<file path="src/rtl/tick_pkg.sv">
// Package: shared select codes and widths for the offset tick register.
// Assumes the three read aliases occupy codes 0..2 of a 3-bit select.
package tick_pkg;
    localparam int SEL_W = 3;
    localparam logic [SEL_W-1:0] SEL_TICK     = 3'd0;
    localparam logic [SEL_W-1:0] SEL_SYSTICK  = 3'd1;
    localparam logic [SEL_W-1:0] SEL_PRIVTICK = 3'd2;
endpackage

</file>
<file path="src/rtl/tick_sel_decode.sv">
// Decodes the write and read selects into enables.
// Assumes: writes accepted through the tick and system-tick codes only;
// reads accepted through all three alias codes.
module tick_sel_decode
    import tick_pkg::*;
(
    input  logic             wr_en,
    input  logic [SEL_W-1:0] wr_addr,
    input  logic [SEL_W-1:0] rd_addr,
    output logic             wr_ok,
    output logic             rd_ok
);
    // Write enable: only the two writable aliases.
    always_comb wr_ok = wr_en && ((wr_addr == SEL_TICK) || (wr_addr == SEL_SYSTICK));
    // Read hit: any of the three aliases.
    always_comb rd_ok = (rd_addr == SEL_TICK) || (rd_addr == SEL_SYSTICK) ||
                        (rd_addr == SEL_PRIVTICK);
endmodule

</file>
<file path="src/rtl/tick_offset_store.sv">
// Holds the offset (low W-1 bits) and the separately stored top flag bit.
// Assumes: evt_count is stable around the capturing edge; the offset is
// computed modulo 2^(W-1) from the count of the write cycle.
module tick_offset_store #(
    parameter int W = 64
) (
    input  logic         clk,
    input  logic         rst_n,
    input  logic         wr_ok,
    input  logic [W-1:0] wr_data,
    input  logic [W-1:0] evt_count,
    output logic [W-2:0] offset_q,
    output logic         flag_q
);
    localparam int LOW_W = W - 1;

    logic [LOW_W-1:0] offset_d;
    logic             unused_cnt_top;

    // Offset for a write: written value minus the present count.
    always_comb offset_d = wr_data[LOW_W-1:0] - evt_count[LOW_W-1:0];
    always_comb unused_cnt_top = evt_count[W-1];

    // Storage: reset to offset 0 and flag 1, load both on an accepted write.
    always_ff @(posedge clk) begin
        if (!rst_n) begin
            offset_q <= '0;
            flag_q   <= 1'b1;
        end else if (wr_ok) begin
            offset_q <= offset_d;
            flag_q   <= wr_data[W-1];
        end
    end

    // the stored offset plus the write-cycle count equals the written low bits.
    assert_offset_diff_R2: assert property (@(posedge clk) disable iff (!rst_n)
        wr_ok |=> (LOW_W'(offset_q + $past(evt_count[LOW_W-1:0])) == $past(wr_data[LOW_W-1:0])));
    // the flag follows the written top bit.
    assert_flag_store_R3: assert property (@(posedge clk) disable iff (!rst_n)
        wr_ok |=> (flag_q == $past(wr_data[W-1])));
endmodule

</file>
<file path="src/rtl/tick_read_path.sv">
// Combinational read: live count plus offset, low bits dropped, flag on top.
// Assumes DROP < W-1; returns zero when the select misses.
module tick_read_path #(
    parameter int W    = 64,
    parameter int DROP = 2
) (
    input  logic [W-1:0] evt_count,
    input  logic [W-2:0] offset_q,
    input  logic         flag_q,
    input  logic         rd_ok,
    output logic [W-1:0] rd_data
);
    localparam int LOW_W = W - 1;

    logic [LOW_W-1:0] sum;
    logic [LOW_W-1:0] shown;
    logic             unused_cnt_top;

    // Modulo 2^(W-1) sum of the count and the offset.
    always_comb sum = evt_count[LOW_W-1:0] + offset_q;
    always_comb unused_cnt_top = evt_count[W-1];

    generate
        if (DROP > 0) begin : g_mask
            // Clear the dropped low bits.
            always_comb shown = {sum[LOW_W-1:DROP], {DROP{1'b0}}};
        end else begin : g_pass
            // No bits dropped.
            always_comb shown = sum;
        end
    endgenerate

    // Output: flag on top, zero when the select misses.
    always_comb rd_data = rd_ok ? {flag_q, shown} : '0;
endmodule

</file>
<file path="src/rtl/tick_offset_reg.sv">
// Top: offset-based tick register with three read aliases.
// Assumes evt_count advances by at most one per cycle (not required for
// correctness). Writes take effect at the next edge; reads are combinational.
module tick_offset_reg
    import tick_pkg::*;
#(
    parameter int W    = 64,
    parameter int DROP = 2
) (
    input  logic             clk,
    input  logic             rst_n,
    input  logic [W-1:0]     evt_count,
    input  logic             wr_en,
    input  logic [SEL_W-1:0] wr_addr,
    input  logic [W-1:0]     wr_data,
    input  logic [SEL_W-1:0] rd_addr,
    output logic [W-1:0]     rd_data,
    output logic             rd_hit
);
    logic         wr_ok;
    logic         rd_ok;
    logic [W-2:0] offset_q;
    logic         flag_q;

    tick_sel_decode u_dec (
        .wr_en  (wr_en),
        .wr_addr(wr_addr),
        .rd_addr(rd_addr),
        .wr_ok  (wr_ok),
        .rd_ok  (rd_ok)
    );

    tick_offset_store #(.W(W)) u_store (
        .clk      (clk),
        .rst_n    (rst_n),
        .wr_ok    (wr_ok),
        .wr_data  (wr_data),
        .evt_count(evt_count),
        .offset_q (offset_q),
        .flag_q   (flag_q)
    );

    tick_read_path #(.W(W), .DROP(DROP)) u_read (
        .evt_count(evt_count),
        .offset_q (offset_q),
        .flag_q   (flag_q),
        .rd_ok    (rd_ok),
        .rd_data  (rd_data)
    );

    // Hit flag to the port.
    always_comb rd_hit = rd_ok;

    // a write through the privileged-tick code leaves storage unchanged.
    assert_priv_write_ignored_R7: assert property (@(posedge clk) disable iff (!rst_n)
        (wr_en && (wr_addr == SEL_PRIVTICK)) |=> ((offset_q == $past(offset_q)) && (flag_q == $past(flag_q))));
    // a missing read select returns zero with no hit.
    assert_miss_zero_R8: assert property (@(posedge clk) disable iff (!rst_n)
        (rd_addr > SEL_PRIVTICK) |-> (!rd_hit && (rd_data == '0)));

    generate
        if (DROP > 0) begin : g_low_chk
            // dropped bits are zero on every hit.
            assert_low_bits_zero_R4: assert property (@(posedge clk) disable iff (!rst_n)
                rd_hit |-> (rd_data[DROP-1:0] == '0));
        end
    endgenerate
endmodule

</file>
<file path="config.mk">
export PLATFORM = sky130hd
export DESIGN_NAME = tick_offset_reg
export DESIGN_NICKNAME = d
export VERILOG_FILES = /design/src/rtl/tick_pkg.sv /design/src/rtl/tick_sel_decode.sv /design/src/rtl/tick_offset_store.sv /design/src/rtl/tick_read_path.sv /design/src/rtl/tick_offset_reg.sv
export SDC_FILE = /design/constraint.sdc
export NUM_CORES = 1
export LEC_CHECK = 0
export ABC_AREA = 1
export BUFFER_PORTS_ARGS = -buffer_cell sky130_fd_sc_hd__buf_2
export CAP_MARGIN = 40
export CELL_PAD_IN_SITES_DETAIL_PLACEMENT = 0
export CELL_PAD_IN_SITES_GLOBAL_PLACEMENT = 1
export CORE_MARGIN = 3
export CORE_UTILIZATION = 39
export CTS_BUF_LIST = sky130_fd_sc_hd__clkbuf_2 sky130_fd_sc_hd__clkbuf_4 sky130_fd_sc_hd__clkbuf_8
export DETAILED_ROUTE_END_ITERATION = 8
export HOLD_SLACK_MARGIN = 0.05
export PLACE_DENSITY = 0.9
export SLEW_MARGIN = 20
export SYNTH_ARGS = -nofsm -noshare
export SYNTH_HDL_FRONTEND = slang
export SYNTH_SLANG_ARGS = --single-unit
</file>
<file path="constraint.sdc">
create_clock -name clk -period 2.8 [get_ports clk]
set_clock_uncertainty 0.05 [all_clocks]
set_input_delay 0.56 -clock clk [delete_from_list [all_inputs] [get_ports clk]]
set_output_delay 0.56 -clock clk [all_outputs]
set_load 0.05 [all_outputs]
</file>
* Word level (Yosys, flattened, before mapping)
Index checks and enable logic that the tools add are counted.
** Operators by class
- $add $sub $neg :: 2
- Mux-type cells :: 1
- Reductions and logical operators :: 6
- Eq/ne operators :: 3
** Operator list (number)
- $mux 64 :: 1
- $add 63x63->63 :: 1
- $sub 63x63->63 :: 1
- $eq 3x1->1 const B :: 2
- $logic_not 3->1 :: 2
- $eq 3x2->1 const B :: 1
- $logic_or 1x1->1 :: 3
- $logic_and 1x1->1 :: 1
** Word-level totals
- Output and inout port bits :: 65
- Logic and storage cells :: 14
- Bits in registers :: 64
- Input port bits :: 137

* Depth between registers and ports, before layout
- Word-level depth :: 4
- Depth in mapped cells :: 18
- Gate-level depth less buffers :: 18

* Modules after synthesis
From an unflattened synthesis, not the netlist that was laid out.
** Unflattened totals
- Cell total of the unflattened synthesis :: 3007
- Area, all modules :: 14436.3 um2
** By module, submodules not included
- tick_offset_store :: instances 1, cells each 1671, area an instance 8460.6 um2, sequential area each 1281.2 um2
- tick_read_path :: instances 1, cells each 1332, area an instance 5957.0 um2, sequential area each 0.0 um2
- tick_sel_decode :: instances 1, cells each 4, area an instance 18.8 um2, sequential area each 0.0 um2

* Worst setup path before layout
OpenSTA, ideal clock, no wires.
- Kind :: input port to output port
- Start point :: input port evt_count[4]
- End point :: output port rd_data[43]
- Buffers on the path :: 0
- Data arrival time :: 2.441 ns
- Path slack :: -0.251 ns
- Stages :: 14
- Required time :: 2.190 ns
- Cell sequence :: ha_1 a21oi_2 nor2_1 nor2_1 nand2_2 nand2_1 nand2_2 nand2_1 nand2_2 nand2_1 nand2_1 nand2_1 nand2_1 nor2_1
** On the way
- Cells in the longest elaborated chain, start to end :: 2
** Ends and longest elaborated chain
- from (decl) :: RTL line tick_offset_reg.sv:12 : input logic [W-1:0] evt_count,
- $add 63x63->63 :: RTL line tick_read_path.sv:20 : always_comb sum = evt_count[LOW_W-1:0] + offset_q;
- $mux 64 :: RTL line tick_read_path.sv:34 : always_comb rd_data = rd_ok ? {flag_q, shown} : '0;
- to (decl) :: RTL line tick_offset_reg.sv:17 : output logic [W-1:0] rd_data,
No other way between the ends.

* Final worst setup path
- Start point :: input port evt_count[18]
- End point :: output port rd_data[55]
Same word-level chain as after synthesis.

==> impl_metrics.py <==
metrics = {
    "layout": {
        "multi_input_area_um2": 12500,
        "final_core_util_pct": 59.5,
        "finish.net_count": 3493,
        "fillers": 3458,
        "drive_above_1_share_pct": 33.7,
        "syn_to_final_growth_pct": 50.1,
        "diodes": 0,
        "seq_area_um2": 1340,
    },
    "pwr": {
        "clkPwrFrac_pct": 12.6,
        "pwr-share-seq_pct": 18.1,
        "swShare_pct": 49.9,
        "switching_power_mw": 2.82,
        "powerDensity_nw_per_um2": 274,
        "p_int_mw": 2.83,
        "power_mw": 5.65,
        "p_leak_nw": 11.6,
        "ir_worst_vdd_mv": 0.207,
        "power_frac_comb_pct": 69.3,
    },
    "route": {
        "drt-total-wl_mm": 58.5,
        "ant_nets": 0,
        "firstDrtPassIters": 5,
        "drc": 0,
        "drt-initial-drc-count": 1162,
        "post_drt_via_cell_ratio": 4.87,
        "routedWlPerCell_um": 15.8,
        "vias": 18000,
    },
    "sta": {
        "hold_viol": 0,
        "hold_ws_ns": 0.384,
        "slew_headroom_pct": 63.4,
        "finalCritPeriodShare_pct": 109,
        "rsz0062_at_grt": "true",
        "setup_viol": 47,
        "maxSlewViolCount": 0,
        "period_minus_slack_ns": 3.04,
        "fin_setup_tns_ns": -5.70,
        "finalWorstSetupSlack_ns": -0.239,
        "worstMarginPinSlew_ns": 0.549,
        "max_freq_mhz": 329,
    },
    "floorplanning": {
        "die_h_um": 194,
        "die_w_um": 194,
        "initial_core_util_pct": 39.6,
        "ios": 202,
        "die-area_um2": 37500,
        "core_area_um2": 34600,
        "num_rows": 68,
    },
    "placed_design": {
        "io_buffers": 197,
        "gp_congestion": 0.970,
        "place.detailed.hpwl_mm": 48.8,
    },
    "clock_tree": {
        "clock-sinks": 64,
        "clock_tree.root_cell": "clkbuf_8",
        "cts_tree": "done",
        "clk_path_buf_depth": 2,
        "numCtsBuffers": 9,
        "clkLatencyLatePin_ns": 0.34,
        "clkTransAtPathRegs_ns": 0.08,
        "cts.htree.levels": 3,
    },
    "worst_setup_path": {
        "arrival_ns": 2.43,
        "endpoint_kind": "output pin",
        "crit_chain": "buf_2 -> ha_4 -> a21oi_4 -> o21ai_2 -> buf_4 -> a21oi_2 -> nand3_2 -> nand2_1 -> inv_1 -> nor2_2 -> buf_4 -> nor2_1 -> nor2_2 -> buf_6",
        "cpMaxStageDelayCell": "ha_4",
        "worst-setup-path-type": "in -> out",
        "slowest_delay_ns": 0.26,
        "path_max_fanout": 4,
        "cp.required_ns": 2.19,
        "start_kind": "primary input",
    },
    "logic_synthesis": {
        "synth_cell_types": 38,
        "syn_avg_cell_area_um2": 4.96,
        "yosysWarnings": 0,
        "yosysMostFrequentCell": "nand2_1",
        "synth_seq_area_share_pct": 9.33,
        "synth_area_um2": 13700,
        "synthArstFlopShare_pct": 0,
        "ys_ff_latch": 64,
        "synth_ff_type": "dfxtp_1",
        "synth_commonest_cells": "nand2_1, inv_1, nor2_1",
        "synth_edf_count": 0,
        "synth_top_area_share_pct": 26.0,
        "synthCells": 2768,
        "netlist_top_cells_area": "nand2_1, inv_1, ha_1",
        "synth.largest_area_cell": "nand2_1",
    },
    "flow_run": {
        "drv_cap": 0,
    },
    "outcome": {
        "violations": "negative setup slack",
        "status": "finished with violations",
    },
    "global_routing": {
        "grt_pass1_wl_mm": 87.5,
        "grt_overflow": 0,
        "grt_max_degree": 75,
        "antenna_found_initial": 0,
        "grt_usage_pct": 29.1,
        "grt_pass1_vias": 16800,
    },
    "worst_hold_path": {
        "holdCritPathClass": "in -> reg",
    },
}
==> layer usage <==
metal / share of wire [%] / up-vias / GRT usage [%] / routed length (µm)
met2: 46 / 511 / 48.3 / 26900
met3: 5.4 / 85 / 1.27 / 3170
met5: 0 / - / 0 / 0
li1: - / 9241 / - / -
met1: 46 / 8135 / 41.0 / 26800
met4: 2.8 / 0 / 8.30 / 1650
==> final timing paths <==
kind                                       endpoint  depth (start not counted)                start  slack, ns
worst max-delay path                    rd_data[55]                         14        evt_count[18]      -0.24
worst min-delay path                 u_store.flag_q                          3          wr_data[63]       0.38
worst max register to register  u_store.offset_q[3]                          5  u_store.offset_q[3]       1.88
worst min register to register       u_store.flag_q                          2       u_store.flag_q       0.46
==> registers in the layout, summed over array words and instances (netlist names) <==
name              cells
u_store.flag_q        1
u_store.offset_q     63
==> repair_timing <==
action,in CTS,in global routing
setup buffers,18,23
pin swaps,86,101
hold buffers,0,0
setup endpoints to repair,55,58
resized for setup,472,311
hold endpoints to repair,0,0
==> layout by cell type (no fill, tap or decap), drive strengths merged, types with 2 or more instances in the layout <==
master    count
nand2       996
a21oi       164
o21a          4
and2          7
nand4        12
clkinvlp      4
xor2         26
a21o          4
dfxtp        64
conb          2
nor2        420
inv         638
o21bai       10
nand3       111
nor4          2
o211ai        5
clkinv        5
ha          123
xnor2         5
buf         479
nor3         28
clkbuf       10
o21ai       115
==> through the flow <==
step	instances	setup WS, ns	instance area, µm²
detailed placement	3636	-0.564	17300
global placement	3636	-0.613	17300
global route	3692	-0.334	20600
finish	3692	-0.239	20600
CTS	3669	-0.172	19400
floorplan	2769	-0.160	13900
==> cell families after synthesis <==
logic type | count (synthesis) | share of synthesized area, %
xor+xnor | 31 | 1.98
flops | 64 | 9.33
other cells | 1 | 0.0273
buf+inv | 668 | 18.5
simple gates | 1576 | 47.2
compound gates | 304 | 11.6
fa+ha+maj | 124 | 11.4
==> layout make-up <==
class / instances / area share (%)
Clock buffer: 10 / 0.668
Clock inverter: 6 / 0.213
Inverter: 641 / 11.7
Multi-Input combinational cell: 2037 / 60.5
Sequential cell: 64 / 6.48
Tap cell: 455 / 2.76
Timing Repair Buffer: 479 / 17.7
==> worst max-delay path, delay by kind of cell <==
family                     cells  cell delay (ns)
adders and majority gates      1             0.26
buffers and inverters          5             0.63
and+or+nand+nor                5             0.50
AOI/OAI and AO/OA              3             0.49
==> power groups by stage <==
| stage | clock network, mW | registers [mW] | logic (mW) |
|---|---|---|---|
| after floorplan | 0 | 1.00 | 1.99 |
| after global placement | 0 | 1.01 | 3.12 |
| after detailed placement | 0 | 1.02 | 3.14 |
| after CTS | 0.723 | 1.02 | 3.57 |
| final | 0.714 | 1.02 | 3.92 |
| after global routing | 0.763 | 1.03 | 4.25 |
Note: power is estimated with default switching activity, not from simulation.
